File: src/rtl/endian_adapt_pkg.sv
package endian_adapt_pkg;

    // Operand size codes on req_size.
    typedef enum logic [2:0] {
        SZ_BYTE  = 3'd0,
        SZ_HALF  = 3'd1,
        SZ_WORD  = 3'd2,
        SZ_DWORD = 3'd3,
        SZ_VEC   = 3'd4
    } acc_size_e;

    // Endianness state: 1 means little-endian.
    typedef struct packed {
        logic user_le;
        logic sup_le;
        logic in_sup;
    } mode_st_t;

endpackage

File: src/rtl/endian_mode_reg.sv
module endian_mode_reg
    import endian_adapt_pkg::*;
(
    input  logic clk,
    input  logic rst_n,
    input  logic wr_en,
    input  logic wr_user_le,
    input  logic wr_sup_le,
    input  logic exc_entry,
    input  logic exc_return,
    output logic active_le,
    output logic user_le,
    output logic sup_le
);

    mode_st_t st_d, st_q;

    always_comb begin
        st_d = st_q;
        if (wr_en) begin
            st_d.user_le = wr_user_le;
            st_d.sup_le  = wr_sup_le;
        end
        if (exc_entry) begin
            st_d.in_sup = 1'b1;
        end else if (exc_return) begin
            st_d.in_sup = 1'b0;
        end
    end

    always_ff @(posedge clk) begin
        if (!rst_n) begin
            st_q <= '0;
        end else begin
            st_q <= st_d;
        end
    end

    // Entry switches the selector for the access of the entry cycle itself.
    assign active_le = (exc_entry || st_q.in_sup) ? st_q.sup_le : st_q.user_le;
    assign user_le   = st_q.user_le;
    assign sup_le    = st_q.sup_le;

endmodule

File: src/rtl/endian_addr_xform.sv
module endian_addr_xform #(
    parameter  int AW        = 32,
    parameter  int BUS_BYTES = 8,
    localparam int LOW_W     = $clog2(BUS_BYTES)
) (
    input  logic [AW-1:0]    addr,
    input  logic [2:0]       size,
    input  logic             le,
    output logic [AW-1:0]    adj_addr,
    output logic             misalign,
    output logic [LOW_W:0]   nbytes
);

    localparam logic [LOW_W:0] BB = (LOW_W+1)'(BUS_BYTES);

    logic [2:0]       lg;
    logic [LOW_W-1:0] mask;
    logic [LOW_W-1:0] flip;

    always_comb begin
        // Sizes wider than the bus (vector) collapse to a full bus word.
        lg       = (int'(size) > LOW_W) ? 3'(LOW_W) : size;
        nbytes   = (LOW_W+1)'(1) << lg;
        mask     = LOW_W'(nbytes - 1'b1);
        flip     = LOW_W'(BB - nbytes);
        misalign = le && ((addr[LOW_W-1:0] & mask) != '0);
        adj_addr = addr;
        if (le && !misalign) begin
            adj_addr[LOW_W-1:0] = addr[LOW_W-1:0] ^ flip;
        end
    end

endmodule

File: src/rtl/endian_lane_gen.sv
module endian_lane_gen #(
    parameter  int BUS_BYTES = 8,
    localparam int LOW_W     = $clog2(BUS_BYTES),
    localparam int SW        = LOW_W + 2
) (
    input  logic [LOW_W-1:0]     off,
    input  logic [LOW_W:0]       nbytes,
    output logic [BUS_BYTES-1:0] lanes
);

    logic [SW-1:0] lo;
    logic [SW-1:0] hi;

    assign lo = SW'(off);
    assign hi = lo + SW'(nbytes);

    for (genvar i = 0; i < BUS_BYTES; i++) begin : g_lane
        assign lanes[i] = (SW'(i) >= lo) && (SW'(i) < hi);
    end

endmodule

File: src/rtl/endian_byte_swap.sv
module endian_byte_swap #(
    parameter  int BUS_BYTES = 8,
    localparam int DW        = 8 * BUS_BYTES
) (
    input  logic [DW-1:0] din,
    output logic [DW-1:0] dout
);

    for (genvar i = 0; i < BUS_BYTES; i++) begin : g_byte
        assign dout[8*i +: 8] = din[8*(BUS_BYTES-1-i) +: 8];
    end

endmodule

File: src/rtl/lsu_endian_adapt.sv
module lsu_endian_adapt
    import endian_adapt_pkg::*;
#(
    parameter  int AW        = 32,
    parameter  int BUS_BYTES = 8,
    parameter  int SWAP_EN   = 1,
    localparam int LOW_W     = $clog2(BUS_BYTES),
    localparam int DW        = 8 * BUS_BYTES
) (
    input  logic                 clk,
    input  logic                 rst_n,
    input  logic                 req_valid,
    input  logic [AW-1:0]        req_addr,
    input  logic [2:0]           req_size,
    input  logic                 req_ptw,
    input  logic                 mode_wr_en,
    input  logic                 mode_wr_user_le,
    input  logic                 mode_wr_sup_le,
    input  logic                 exc_entry,
    input  logic                 exc_return,
    output logic                 out_valid,
    output logic [AW-1:0]        out_addr,
    output logic [BUS_BYTES-1:0] out_lanes,
    output logic                 out_misalign,
    output logic                 out_le,
    input  logic [DW-1:0]        core_wdata,
    output logic [DW-1:0]        bus_wdata,
    input  logic [DW-1:0]        bus_rdata,
    output logic [DW-1:0]        core_rdata
);

    typedef struct packed {
        logic                 valid;
        logic [AW-1:0]        addr;
        logic [BUS_BYTES-1:0] lanes;
        logic                 mis;
        logic                 le;
    } res_t;

    res_t res_d, res_q;

    logic                 active_le;
    logic                 mode_user_le;
    logic                 mode_sup_le;
    logic                 le_eff;
    logic [AW-1:0]        adj_addr;
    logic                 mis;
    logic [LOW_W:0]       nbytes;
    logic [BUS_BYTES-1:0] lanes;

    endian_mode_reg u_mode (
        .clk        (clk),
        .rst_n      (rst_n),
        .wr_en      (mode_wr_en),
        .wr_user_le (mode_wr_user_le),
        .wr_sup_le  (mode_wr_sup_le),
        .exc_entry  (exc_entry),
        .exc_return (exc_return),
        .active_le  (active_le),
        .user_le    (mode_user_le),
        .sup_le     (mode_sup_le)
    );

    // Page-table walks bypass the mode bits.
    assign le_eff = req_ptw ? 1'b0 : active_le;

    endian_addr_xform #(.AW(AW), .BUS_BYTES(BUS_BYTES)) u_xform (
        .addr     (req_addr),
        .size     (req_size),
        .le       (le_eff),
        .adj_addr (adj_addr),
        .misalign (mis),
        .nbytes   (nbytes)
    );

    endian_lane_gen #(.BUS_BYTES(BUS_BYTES)) u_lanes (
        .off    (adj_addr[LOW_W-1:0]),
        .nbytes (nbytes),
        .lanes  (lanes)
    );

    always_comb begin
        res_d       = res_q;
        res_d.valid = req_valid;
        if (req_valid) begin
            res_d.addr  = adj_addr;
            res_d.lanes = lanes;
            res_d.mis   = mis;
            res_d.le    = le_eff;
        end
    end

    always_ff @(posedge clk) begin
        if (!rst_n) begin
            res_q <= '0;
        end else begin
            res_q <= res_d;
        end
    end

    assign out_valid    = res_q.valid;
    assign out_addr     = res_q.addr;
    assign out_lanes    = res_q.lanes;
    assign out_misalign = res_q.mis;
    assign out_le       = res_q.le;

    if (SWAP_EN != 0) begin : g_swap
        endian_byte_swap #(.BUS_BYTES(BUS_BYTES)) u_swap_w (
            .din  (core_wdata),
            .dout (bus_wdata)
        );
        endian_byte_swap #(.BUS_BYTES(BUS_BYTES)) u_swap_r (
            .din  (bus_rdata),
            .dout (core_rdata)
        );
    end else begin : g_pass
        assign bus_wdata  = core_wdata;
        assign core_rdata = bus_rdata;
    end

endmodule

File: config.mk
export PLATFORM = sky130hd
export DESIGN_NAME = lsu_endian_adapt
export DESIGN_NICKNAME = d
export VERILOG_FILES = /design/src/rtl/endian_adapt_pkg.sv /design/src/rtl/endian_mode_reg.sv /design/src/rtl/endian_addr_xform.sv /design/src/rtl/endian_lane_gen.sv /design/src/rtl/endian_byte_swap.sv /design/src/rtl/lsu_endian_adapt.sv
export SDC_FILE = /design/constraint.sdc
export NUM_CORES = 1
export LEC_CHECK = 0
export BUFFER_PORTS_ARGS = -buffer_cell sky130_fd_sc_hd__buf_2
export CAP_MARGIN = 20
export CELL_PAD_IN_SITES_DETAIL_PLACEMENT = 1
export CELL_PAD_IN_SITES_GLOBAL_PLACEMENT = 2
export CORE_UTILIZATION = 17
export CTS_CLUSTER_SIZE = 8
export DETAILED_ROUTE_END_ITERATION = 8
export GPL_TIMING_DRIVEN = 0
export PLACE_DENSITY = 0.83
export SETUP_SLACK_MARGIN = 0.5
export SYNTH_ARGS = -nofsm -noshare
export SYNTH_HDL_FRONTEND = slang
export SYNTH_SLANG_ARGS = --single-unit
File: constraint.sdc
create_clock -name clk -period 6.95 [get_ports clk]
set_clock_uncertainty 0.1 [all_clocks]
set_input_delay 0.3475 -clock clk [delete_from_list [all_inputs] [get_ports clk]]
set_output_delay 0.3475 -clock clk [all_outputs]
set_load 0.01 [all_outputs]
* Word level (Yosys, flattened, before mapping)
Cells that the tools add are included.
** Word-level totals
- Register bits :: 46
- Bits of input ports :: 172
- Word-level logic and storage cells :: 51
** Cells by class
- Add/subtract/negate cells :: 3
- $lt $le $gt $ge :: 17
- Shift-type cells :: 1
- Mux-type cells :: 6
- Bitwise logic cells :: 2
- Reduce and logical (&&, ||, !) cells :: 14
** Operators with widths (count)
- $lt 3x5->1 const A :: 4
- $ge 3x3->1 const A :: 4
- $logic_and 1x1->1 :: 10
- $lt 1x5->1 const A :: 2
- $lt 2x5->1 const A :: 2
- $ge 1x3->1 const A :: 2
- $ge 2x3->1 const A :: 2
- $mux 3 :: 2
- $add 3x4->5 :: 1
- $mux 1 :: 4
- $shl 1x3->4 const A :: 1
- $and 3x3->3 :: 1
- $gt 3x2->1 const B :: 1
- $reduce_bool 3->1 :: 1
- $sub 1x3->3 const A :: 1
- $sub 3x1->3 const B :: 1
- $xor 3x3->3 :: 1
- $reduce_bool 2->1 :: 1
- $logic_not 1->1 :: 1
- $logic_or 1x1->1 :: 1

* Logic depth before layout (Yosys ltp)
Gate-level depths: netlist of the first run.
- Depth after elaboration :: 13
- Depth in mapped cells :: 17

* Cells and area by module
Synthesis of the first run repeated with hierarchy kept, for this count alone.
** Second synthesis, totals
- Cells, all modules :: 360
- Area total of the unflattened synthesis :: 3360.7 um2
** Modules (own cells, without submodules)
- lsu_endian_adapt :: times used 1, cells an instance 138, area an instance 1664.1 um2
- endian_byte_swap :: times used 2, cells an instance 64, area an instance 480.5 um2
- endian_addr_xform :: times used 1, cells an instance 53, area an instance 391.6 um2
- endian_lane_gen :: times used 1, cells an instance 30, area an instance 222.7 um2
- endian_mode_reg :: times used 1, cells an instance 11, area an instance 121.4 um2

* Worst setup path before layout of the first run
OpenSTA, ideal clock, no wires.
- Kind :: input to register
- From :: input req_size[1]
- To :: register res_q, in the netlist out_lanes[0]
- Setup time :: 0.069 ns
- Arrival :: 3.525 ns
- Required time :: 6.781 ns
- Setup slack :: 3.256 ns
- Stages on the path :: 15
- Path buffers :: 1
- Cells stage by stage :: or3_1 ha_1 inv_1 a21o_1 nor4_1 nor2_1 inv_1 ha_1 inv_1 fa_1 clkbuf_1 mux2_2 and3_1 or4_1 o21ai_1
** Between the ends
- Word-level cells in the longest chain between the ends :: 13
- Elaborated cells on any way between the ends :: 16
** RTL lines
- start: declaration :: RTL line lsu_endian_adapt.sv:14 : input logic [2:0] req_size,
- $gt 3x2->1 :: RTL line endian_addr_xform.sv:22 : lg = (int'(size) > LOW_W) ? 3'(LOW_W) : size;
- $mux 3 (*) :: RTL line endian_addr_xform.sv:22
- $shl 1x3->4 (*) :: RTL line endian_addr_xform.sv:23 : nbytes = (LOW_W+1)'(1) << lg;
- $sub 3x1->3 :: RTL line endian_addr_xform.sv:24 : mask = LOW_W'(nbytes - 1'b1);
- $and 3x3->3 :: RTL line endian_addr_xform.sv:26 : misalign = le && ((addr[LOW_W-1:0] & mask) != '0);
- $reduce_bool 3->1 :: RTL line endian_addr_xform.sv:26
- $logic_and 1x1->1 :: RTL line endian_addr_xform.sv:26
- $logic_not 1->1 :: RTL line endian_addr_xform.sv:28 : if (le && !misalign) begin
- $logic_and 1x1->1 :: RTL line endian_addr_xform.sv:28
- $mux 3 (*) :: RTL line endian_addr_xform.sv:28
- net adj_addr[0] :: RTL line lsu_endian_adapt.sv:46 : logic [AW-1:0] adj_addr;
- $add 3x4->5 :: RTL line endian_lane_gen.sv:15 : assign hi = lo + SW'(nbytes);
- $lt 1x5->1 :: RTL line endian_lane_gen.sv:18 : assign lanes[i] = (SW'(i) >= lo) && (SW'(i) < hi);
- $logic_and 1x1->1 (*) :: RTL line endian_lane_gen.sv:18
- end signal: assignment :: RTL line lsu_endian_adapt.sv:97 : res_q <= res_d;
- end: declaration :: RTL line lsu_endian_adapt.sv:40 : res_t res_d, res_q;
Mark *: on every way through the listed nets, which the timed path passes. The rest lies on a longest branch.
A chain may end at the register's enable or synchronous reset.

* Worst setup path in the final report of the first run
- From :: input req_size[1]
- To :: register res_q, in the netlist out_lanes[5]
** Between the ends
- Word-level cells in the longest chain between the ends :: 13
- Elaborated cells on any way between the ends :: 16
** RTL lines (RTL line)
- $gt 3x2->1 :: endian_addr_xform.sv:22
- $mux 3 (*) :: endian_addr_xform.sv:22
- $shl 1x3->4 (*) :: endian_addr_xform.sv:23
- $sub 3x1->3 :: endian_addr_xform.sv:24
- $and 3x3->3 :: endian_addr_xform.sv:26
- $reduce_bool 3->1 :: endian_addr_xform.sv:26
- $logic_and 1x1->1 :: endian_addr_xform.sv:26
- $logic_not 1->1 :: endian_addr_xform.sv:28
- $logic_and 1x1->1 :: endian_addr_xform.sv:28
- $mux 3 (*) :: endian_addr_xform.sv:28
- net adj_addr[0] :: lsu_endian_adapt.sv:46
- $add 3x4->5 :: endian_lane_gen.sv:15
- $lt 3x5->1 :: endian_lane_gen.sv:18
- $logic_and 1x1->1 (*) :: endian_lane_gen.sv:18
Marks and branches as above.

==> results of run 1 <==
-- Yosys cell counts, drive strengths merged (5+ instances only) --
library cell,instances,area share
buf,133,0.32
dfxtp,46,0.30
nor2,46,0.056
mux2i,32,0.10
nand2,12,0.015
inv,10,0.012
a21oi,9,0.015
a21o,6,0.015
clkbuf,6,0.0073
o21ai,6,0.0097
ha,5,0.020
-- cells in the final DEF, fill, tap and decap left out, types with 5 or more instances in the layout --
cell type	n
buf_2	214
buf_4	128
nor2_1	46
dfxtp_1	46
mux2i_1	32
nand2_1	12
inv_1	10
a21oi_1	9
a21o_1	6
clkbuf_1	6
o21ai_0	5
ha_1	5
clkbuf_16	5
-- layer usage --
metal	GRT usage	routed length, um	up-vias
li1	-	-	1502
met2	0.188	5270	181
met3	0.0267	1070	10
met1	0.0905	3180	1377
met4	0.0278	120	0
met5	0	0	-
-- report_power, final --
| part | internal, mW | total [mW] | switching (mW) |
|---|---|---|---|
| sequential | 0.279 | 0.287 | 0.00818 |
| combinational | 0.116 | 0.216 | 0.0995 |
| clock | 0.138 | 0.254 | 0.116 |
| total | 0.534 | 0.758 | 0.224 |
-- worst max-delay path, delay by kind of cell --
kind	cells	cell delay [ns]
and+or+nand+nor	4	1.16
buffers and inverters	5	0.56
AOI/OAI and AO/OA	4	1.08
adders and majority gates	3	0.88
-- worst min-delay path by stage --
| stage | cells past startpoint | endpoint | startpoint | slack, ns |
|---|---|---|---|---|
| 6_report | 3 | u_mode.sup_le | mode_wr_sup_le | 0.18 |
| 5_1_grt | 3 | out_addr[11] | req_addr[11] | 0.18 |
| 4_1_cts | 3 | u_mode.sup_le | mode_wr_sup_le | 0.18 |
| 3_5_place_dp | 2 | out_lanes[0] | out_lanes[0] | 0.35 |
| 3_3_place_gp | 2 | out_lanes[1] | out_lanes[1] | 0.34 |
| 2_1_floorplan | 2 | u_mode.user_le | u_mode.user_le | 0.35 |
-- layout make-up --
class,count,area (um^2)
fillers,2173,12900
inverters,11,41.3
flip-flops and latches,46,921
repair buffers,213,1070
multi-input cells,163,1110
plain buffers,139,1000
clock inverters,3,28.8
clock buffers,5,125
well taps,225,282
-- sequential cells by signal (all words and copies together) (netlist names) --
register,count
u_mode.user_le,1
u_mode.st_q,1
u_mode.sup_le,1
out_misalign,1
out_addr,32
out_le,1
out_valid,1
out_lanes,8
-- logic make-up after synthesis --
logic type / count (synthesis) / share of synthesized area
buffers and inverters: 150 / 0.339
AOI/OAI and AO/OA: 42 / 0.100
DFF: 46 / 0.299
adders and majority gates: 6 / 0.0268
muxes: 33 / 0.108
and+or+nand+nor: 81 / 0.124
xor gates and xnor gates: 1 / 0.00284
-- through the flow --
stage               hold slack (ns)  total power [mW]  worst slack (ns)
floorplan                     0.351             0.431              3.26
CTS                           0.176             0.776              3.01
finish                        0.182             0.758              3.02
detailed placement            0.348             0.513              2.70
global placement              0.341             0.510              2.74
global route                  0.177             0.805              2.71
==> results.sh, run 1 <==
export IMPL_drt_wirelength_per_cell_um=12.0
export IMPL_min_period_ns=3.93
export IMPL_synth_edff_count=0
export IMPL_status="complete, no violations"
export IMPL_clockBufferDepth=2
export IMPL_fin_crit_sh=0.566
export IMPL_post_cts_buffers=0
export IMPL_r2r_slack_ns=3.28
export IMPL_required_ns=7.04
export IMPL_routed_via_count=3070
export IMPL_path_cells="buf_2 > or3_1 > ha_1 > inv_1 > a21o_1 > nor4_1 > nor2_1 > inv_1 > ha_1 > inv_1 > fa_1 > clkbuf_1 > a211oi_1 > nand2b_1 > a211o_1 > a32o_1"
export IMPL_setup_tns_ns=0
export IMPL_arrival_ns=4.02
export IMPL_rr_endpoint="out_lanes[5]"
export IMPL_max_slew_margin=0.392
export IMPL_clkSlewWorstSetupHoldPaths_ns=0.07
export IMPL_cp_max_fo=9
export IMPL_fin_cells=805
export IMPL_synth_cell_types=44
export IMPL_die_h_um=137
export IMPL_antenna_found_initial=0
export IMPL_area_growth_pct=48.8
export IMPL_crit_start="req_size[1]"
export IMPL_fmax_ghz=0.254
export IMPL_nets=757
export IMPL_syn_area_um2=3080
export IMPL_htree_num_levels=2
export IMPL_post_dp_cell_area_um2=4430
export IMPL_finalInstanceArea_um2=4580
export IMPL_cts_resized=0
export IMPL_finalSetupViolations=0
export IMPL_portBuffers=213
export IMPL_die_w_um=137
export IMPL_synthFlopType="dfxtp_1"
export IMPL_grt_pass1_wl_um=13600
export IMPL_synth_cells=359
export IMPL_ff2ff_path_depth=13
export IMPL_ios=343
export IMPL_async_reset_ff_frac=0
export IMPL_initial_core_util=0.176
export IMPL_clock_sinks=46
export IMPL_synth_seq_cells=46
export IMPL_dp_final_hpwl_um=8180
export IMPL_worst_path_max_delay_cell="nor4_1"
export IMPL_globalplace_congestion=0.710
export IMPL_critPathCaptureType="flop"
export IMPL_dieArea_um2=18700
export IMPL_path_common_cell="inv_1"
export IMPL_crit_type="primary input to flop"
export IMPL_drt_pass1_iter_count=4
export IMPL_final_max_slew_viol_count=0
export IMPL_grt_max_degree=18
export IMPL_synth_warning_count=0
export IMPL_final_layout_size_suffix_gt1_frac=0.612
export IMPL_ys_seq_area_frac=0.299
export IMPL_synth_nets=537
export IMPL_clkLatencyLatePin_ns=0.29
export IMPL_totalWireLength_um=9650
export IMPL_ant_nets=0
export IMPL_ir_worst_vdd_uv=120
export IMPL_max_cap_viol_count=0
export IMPL_rows=48
export IMPL_drtIter0Drc=51
export IMPL_root_buffer="clkbuf_16"
export IMPL_min_path_type="primary input to flop"
export IMPL_track_usage=0.0936
export IMPL_r2r_start="u_mode.st_q[0]"
export IMPL_postCtsHoldBufs=0
export IMPL_hold_viol=0
export IMPL_startpoint_type="primary input"
export IMPL_grt_pass1_vias=2758
export IMPL_avgViaCountPerCell=3.81
export IMPL_drc_errors=0
export IMPL_final_util=0.262
export IMPL_core_um2=17500
export IMPL_rsz0062_at_grt="false"
export IMPL_powerDensity_nw_per_um2=165
export IMPL_diodes=0
export IMPL_cts_buffers=5
export IMPL_avgSynthCellArea_um2=8.58
export IMPL_worst_slew_pin_slew_ns=0.904
export IMPL_endpoint="out_lanes[5]"
export IMPL_cts_tree="built"
export IMPL_dp_cells=797
export IMPL_critical_path_max_stage_delay_ns=0.44
export IMPL_power_leakage_nw=2.52
export IMPL_grt_overflow=0
(Power assumes the default switching activity.)
==> run 2: changes to the inputs <==
ABC_AREA = 1   (was default)
CORE_UTILIZATION = 15   (was 17)
PLACE_DENSITY = 0.78   (was 0.83)
clock period = 3.7 ns   (was 6.95 ns; I/O delays follow)
==> results.sh, run 2 <==
export IMPL_synthTopCellsByCount="128 x buf_4, 84 x nor2_1, 46 x dfxtp_1"
export IMPL_drt_pass1_iter_count=4
export IMPL_synthFlopType="dfxtp_1"
export IMPL_critPathCaptureType="flop"
export IMPL_post_dp_cell_area_um2=4450
export IMPL_holdPathEnd="out_addr[4]"
export IMPL_clkLatencyLatePin_ns=0.29
export IMPL_cts_buffers=5
export IMPL_worst_slew_pin_slew_ns=0.626
export IMPL_die_w_um=145
export IMPL_portBuffers=213
export IMPL_powerDensity_nw_per_um2=311
export IMPL_cp_max_fo=7
export IMPL_ys_seq_area_frac=0.302
export IMPL_path_cells="buf_2 > nor2_2 > inv_1 > nor2_2 > inv_1 > ha_4 > nor2_2 > nor2_4 > buf_4 > nand4_2 > nand2_4 > inv_2 > ha_1 > nand2_1 > inv_1 > o21ai_1 > nand2_1 > o21ai_4 > nand2_1 > o21ai_1 > nor2_1 > nor2_1 > nor2_1"
export IMPL_root_buffer="clkbuf_16"
export IMPL_final_max_slew_viol_count=0
export IMPL_globalplace_congestion=0.695
export IMPL_drtIter0Drc=71
export IMPL_drc_errors=0
export IMPL_finalInstanceArea_um2=4690
export IMPL_min_period_ns=2.92
export IMPL_worst_path_max_delay_cell="ha_4"
export IMPL_clock_sinks=46
export IMPL_avgSynthCellArea_um2=7.26
export IMPL_p_comb_frac=0.303
export IMPL_fmax_ghz=0.342
export IMPL_synth_cells=420
export IMPL_ff2ff_path_depth=18
export IMPL_diodes=0
export IMPL_p_clk_frac=0.324
export IMPL_yosys_area_top_type_share=0.315
export IMPL_critical_path_max_stage_delay_ns=0.28
export IMPL_setup_tns_ns=0
export IMPL_track_usage=0.105
export IMPL_synth_seq_cells=46
export IMPL_synth_nets=598
export IMPL_crit_type="primary input to flop"
export IMPL_synthMostInstantiatedCell="buf_4"
export IMPL_dieArea_um2=20900
export IMPL_switching_share=0.303
export IMPL_p_seq_frac=0.373
export IMPL_p_int_mw=1.02
export IMPL_die_h_um=145
export IMPL_min_delay_path_depth=3
export IMPL_r2r_slack_ns=0.90
export IMPL_finalSetupViolations=0
export IMPL_hp_start="req_addr[4]"
export IMPL_area_growth_pct=53.9
export IMPL_critPathBufInv=6
export IMPL_core_um2=19700
export IMPL_r2r_start="u_mode.st_q[0]"
export IMPL_power_leakage_nw=2.56
export IMPL_synthTopCellsByArea="buf_4 32%, dfxtp_1 30%, nor2_1 10%"
export IMPL_ant_nets=0
export IMPL_grt_pass1_wl_um=16300
export IMPL_max_slew_margin=0.582
export IMPL_ios=343
export IMPL_async_reset_ff_frac=0
export IMPL_nets=823
export IMPL_fill_cells=2469
export IMPL_path_delay_family="simple AND/OR/NAND/NOR gates"
export IMPL_rows=51
export IMPL_max_cap_viol_count=0
export IMPL_routed_via_count=3236
export IMPL_initial_core_util=0.155
export IMPL_startpoint_type="primary input"
export IMPL_largest_reg_flops=32
export IMPL_switchingPower_uw=442
export IMPL_fin_crit_sh=0.790
export IMPL_synth_edff_count=0
export IMPL_final_common_cell="buf_2"
export IMPL_ir_worst_vdd_uv=133
export IMPL_rsz0062_at_grt="false"
export IMPL_synth_cell_types=29
export IMPL_status="complete, no violations"
export IMPL_htree_num_levels=2
export IMPL_clockBufferDepth=2
export IMPL_grt_pass1_vias=3118
export IMPL_rr_endpoint="out_lanes[2]"
export IMPL_totalWireLength_um=11600
export IMPL_syn_area_um2=3050
export IMPL_cts_tree="built"
export IMPL_final_layout_size_suffix_gt1_frac=0.593
export IMPL_drt_wirelength_per_cell_um=12.7
export IMPL_dp_final_hpwl_um=9660
export IMPL_arrival_ns=3.00
export IMPL_avgViaCountPerCell=3.55
export IMPL_yosys_area_top_type="buf_4"
export IMPL_required_ns=3.77
export IMPL_final_cell_mix="215 x buf_2, 131 x buf_4, 80 x nor2_1"
export IMPL_clkSlewWorstSetupHoldPaths_ns=0.07
export IMPL_antenna_found_initial=1
export IMPL_grt_overflow=0
export IMPL_hold_viol=0
export IMPL_min_path_type="primary input to flop"
export IMPL_synth_warning_count=0
export IMPL_grt_max_degree=14
## run 2: cell types whose count changed after synthesis, sizes merged, moves of 6 or more
| cell | before | now |
|---|---|---|
| a21o | 6 | 0 |
| inv | 10 | 29 |
| mux2i | 32 | 0 |
| nand2 | 12 | 40 |
| nand3 | 0 | 10 |
| nor2 | 46 | 90 |
| o21ai | 6 | 39 |
## run 2: area by class of cell
class,instances,area (um^2),share of cell area
Tap cell,265,332,0.0706
Timing Repair Buffer,218,1110,0.236
Sequential cell,46,921,0.196
Multi-Input combinational cell,204,1060,0.227
Clock inverter,1,5.00,0.00107
Inverter,30,113,0.0240
Clock buffer,7,143,0.0304
Buffer,140,1010,0.215
## run 2: worst max path at each step
stage	depth (start not counted)	from	slack [ns]	end
finish	23	req_size[1]	0.78	out_lanes[1]
global route	23	req_size[1]	0.50	out_lanes[1]
CTS	24	req_size[1]	0.52	out_lanes[4]
detailed placement	24	req_size[1]	0.04	out_lanes[4]
global placement	24	req_size[1]	0.03	out_lanes[4]
floorplan	23	req_size[1]	0.65	out_lanes[4]
## run 2: power by group through the flow
stage | clock network, mW | logic, mW | registers [mW]
finish | 0.474 | 0.442 | 0.544
CTS | 0.508 | 0.445 | 0.545
global placement | 0 | 0.433 | 0.554
global route | 0.527 | 0.498 | 0.549
detailed placement | 0 | 0.438 | 0.556
floorplan | 0 | 0.251 | 0.569
## run 2: logic make-up after synthesis
family,Yosys count,share of synthesized area
AO/OA/AOI/OAI,51,0.0857
XOR/XNOR,1,0.00287
adder cells (fa/ha/maj),6,0.0271
buffers and inverters,170,0.368
flip-flops,46,0.302
AND/OR/NAND/NOR,146,0.215
## run 2: timing repair
action / in CTS / in global routing
hold buffers: 2 / 0
hold endpoints to repair: 2 / 0
setup endpoints to repair: 6 / 7
resized for setup: 2 / 12
gates cloned: 0 / 0
buffers inserted: 2 / 1
pin swaps: 1 / 3
## run 2: stage by stage
| step | instances | power [mW] | worst slack [ns] | hold WS (ns) | utilization |
|---|---|---|---|---|---|
| 3_5_place_dp | 898 | 0.994 | 0.0391 | 0.291 | 0.226 |
| 5_1_grt | 911 | 1.57 | 0.503 | 0.0130 | 0.238 |
| 4_1_cts | 910 | 1.50 | 0.522 | 0.000584 | 0.235 |
| 2_1_floorplan | 420 | 0.821 | 0.648 | 0.187 | - |
| 6_report | 911 | 1.46 | 0.778 | 0.0129 | 0.238 |
| 3_3_place_gp | 898 | 0.988 | 0.0284 | 0.282 | 0.226 |
## run 2: tightest hold or removal path: cells and delay by family
kind	cells	cell delay, ns
buffers and inverters	1	0.08
and+or+nand+nor	2	0.11
## run 2: layer usage
layer  GRT usage  share of wire
met2       0.202           0.54
met1       0.110           0.37
met3      0.0252          0.079
met5           0         0.0011
met4      0.0316          0.012
==> run 3: changes to the inputs <==
ABC_AREA = 0   (was 1)
CORE_UTILIZATION = 16   (was 15)
PLACE_DENSITY = 0.79   (was 0.78)
clock period = 2.97 ns   (was 3.7 ns; I/O delays follow)
==> results.sh, run 3 (same netlist as run 1, synthesis figures left out) <==
export IMPL_drc_errors=0
export IMPL_finalSetupViolations=7
export IMPL_grt_overflow=0
export IMPL_drtIter0Drc=42
export IMPL_fin_cells=854
export IMPL_globalplace_congestion=0.725
export IMPL_rows=50
export IMPL_final_cell_mix="212 x buf_2, 146 x buf_4, 44 x nor2_1, 44 x dfxtp_1, 31 x mux2i_1"
export IMPL_portBuffers=213
export IMPL_root_buffer="clkbuf_16"
export IMPL_die_h_um=141
export IMPL_dp_final_hpwl_um=8160
export IMPL_min_path_type="primary input to flop"
export IMPL_ant_nets=0
export IMPL_clock_sinks=46
export IMPL_clockBufferDepth=2
export IMPL_max_cap_viol_count=0
export IMPL_required_ns=3.09
export IMPL_cts_buffers=5
export IMPL_largest_reg_flops=32
export IMPL_min_delay_path_depth=3
export IMPL_area_growth_pct=69.6
export IMPL_worst_slew_pin_slew_ns=0.770
export IMPL_min_period_ns=3.17
export IMPL_rr_endpoint="out_lanes[0]"
export IMPL_arrival_ns=3.29
export IMPL_holdPathEnd="u_mode.st_q[0]"
export IMPL_diodes=0
export IMPL_final_layout_size_suffix_gt1_frac=0.655
export IMPL_rsz0062_at_grt="true"
export IMPL_holdWs_ns=0.00404
export IMPL_post_place_ws_ns=-0.882
export IMPL_fin_ws_ns=-0.199
export IMPL_grt_max_degree=14
export IMPL_grt_pass1_vias=3044
export IMPL_core_um2=18800
export IMPL_die_w_um=141
export IMPL_r2r_start="u_mode.st_q[0]"
export IMPL_p_comb_frac=0.330
export IMPL_fmax_ghz=0.316
export IMPL_nets=797
export IMPL_clkLatencyLatePin_ns=0.28
export IMPL_antenna_found_initial=0
export IMPL_dp_cells=806
export IMPL_switching_share=0.282
export IMPL_finalPower_mw=1.85
export IMPL_fin_crit_sh=1.07
export IMPL_drt_wirelength_per_cell_um=12.1
export IMPL_final_common_cell="buf_2"
export IMPL_p_clk_frac=0.306
export IMPL_setup_tns_ns=-0.546
export IMPL_htree_num_levels=2
export IMPL_p_seq_frac=0.365
export IMPL_cts_tree="built"
export IMPL_critPathCaptureType="flop"
export IMPL_totalWireLength_um=10400
export IMPL_hold_viol=0
export IMPL_hp_start="exc_entry"
export IMPL_crit_type="primary input to flop"
export IMPL_switchingPower_uw=522
export IMPL_r2r_slack_ns=-0.15
export IMPL_dieArea_um2=19800
export IMPL_ff2ff_path_depth=10
export IMPL_powerDensity_nw_per_um2=354
export IMPL_clkSlewWorstSetupHoldPaths_ns=0.06
export IMPL_violations="setup timing"
export IMPL_status="complete, but fails checks"
export IMPL_drt_pass1_iter_count=4
export IMPL_ios=343
export IMPL_power_leakage_nw=2.75
export IMPL_startpoint_type="primary input"
export IMPL_initial_core_util=0.164
export IMPL_track_usage=0.0961
export IMPL_cp_max_fo=5
export IMPL_grt_pass1_wl_um=15100
export IMPL_final_max_slew_viol_count=0
export IMPL_avgViaCountPerCell=3.83
export IMPL_routed_via_count=3271
export IMPL_p_int_mw=1.33
export IMPL_ir_worst_vdd_uv=174
export IMPL_max_slew_margin=0.487
-- run 3: power by group through the flow --
stage	Clock, mW	Sequential (mW)	Combinational, mW
after detailed placement	0	0.686	0.529
after CTS	0.594	0.674	0.602
final	0.565	0.674	0.609
after floorplan	0	0.701	0.320
after global placement	0	0.687	0.522
after global routing	0.623	0.679	0.660
-- run 3: area by class of cell --
cell class                 instances  area [um^2]
sequential                        46          923
timing repair buffer             253         1440
buffer                           139         1010
clock buffer                       7          143
fill                            2293        13500
multi-input combinational        163         1360
inverter                          11         43.8
tap                              234          293
clock inverter                     1         5.00
-- run 3: per-stage QoR --
step,area (um^2),util
after floorplan,3150,-
after global placement,4510,0.240
after detailed placement,4510,0.240
after CTS,5150,0.275
after global routing,5220,0.278
final,5220,0.278
-- run 3: worst max path at each step --
| stage | cells past startpoint | from | end |
|---|---|---|---|
| 3_5_place_dp | 16 | req_size[1] | out_lanes[5] |
| 3_3_place_gp | 16 | req_size[1] | out_lanes[5] |
| 5_1_grt | 16 | req_size[0] | out_lanes[0] |
| 2_1_floorplan | 15 | req_size[1] | out_lanes[0] |
| 4_1_cts | 16 | req_size[2] | out_lanes[0] |
| 6_report | 16 | req_size[0] | out_lanes[0] |
-- run 3: worst max-delay path: stages --
cell and delay [ns]:
buf_8 0.10, or3_4 0.42, ha_4 0.29, inv_2 0.03, a21o_4 0.23, nor4_4 0.29, nor2_4 0.09, inv_2 0.08
ha_4 0.13, inv_2 0.03, fa_2 0.34, buf_8 0.14, mux2_4 0.28, and3_1 0.16, or4_1 0.41, o21ai_1 0.13
-- run 3: what timing repair did --
action / CTS / global route
pin swaps: 17 / 6
setup buffers: 16 / 4
endpoints found under the setup margin: 8 / 8
endpoints found under the hold margin: 20 / 0
cloned: 0 / 0
hold buffers: 20 / 0
resized for setup: 32 / 10
-- run 3: per-layer routing --
layer  up-vias  share of wire  wire length (um)  global-route usage
met4         0          0.010               107              0.0292
met2       194           0.53              5470               0.184
met3         7           0.11              1140              0.0357
li1       1585              -                 -                   -
met5         -              0                 0                   0
met1      1485           0.35              3650              0.0954
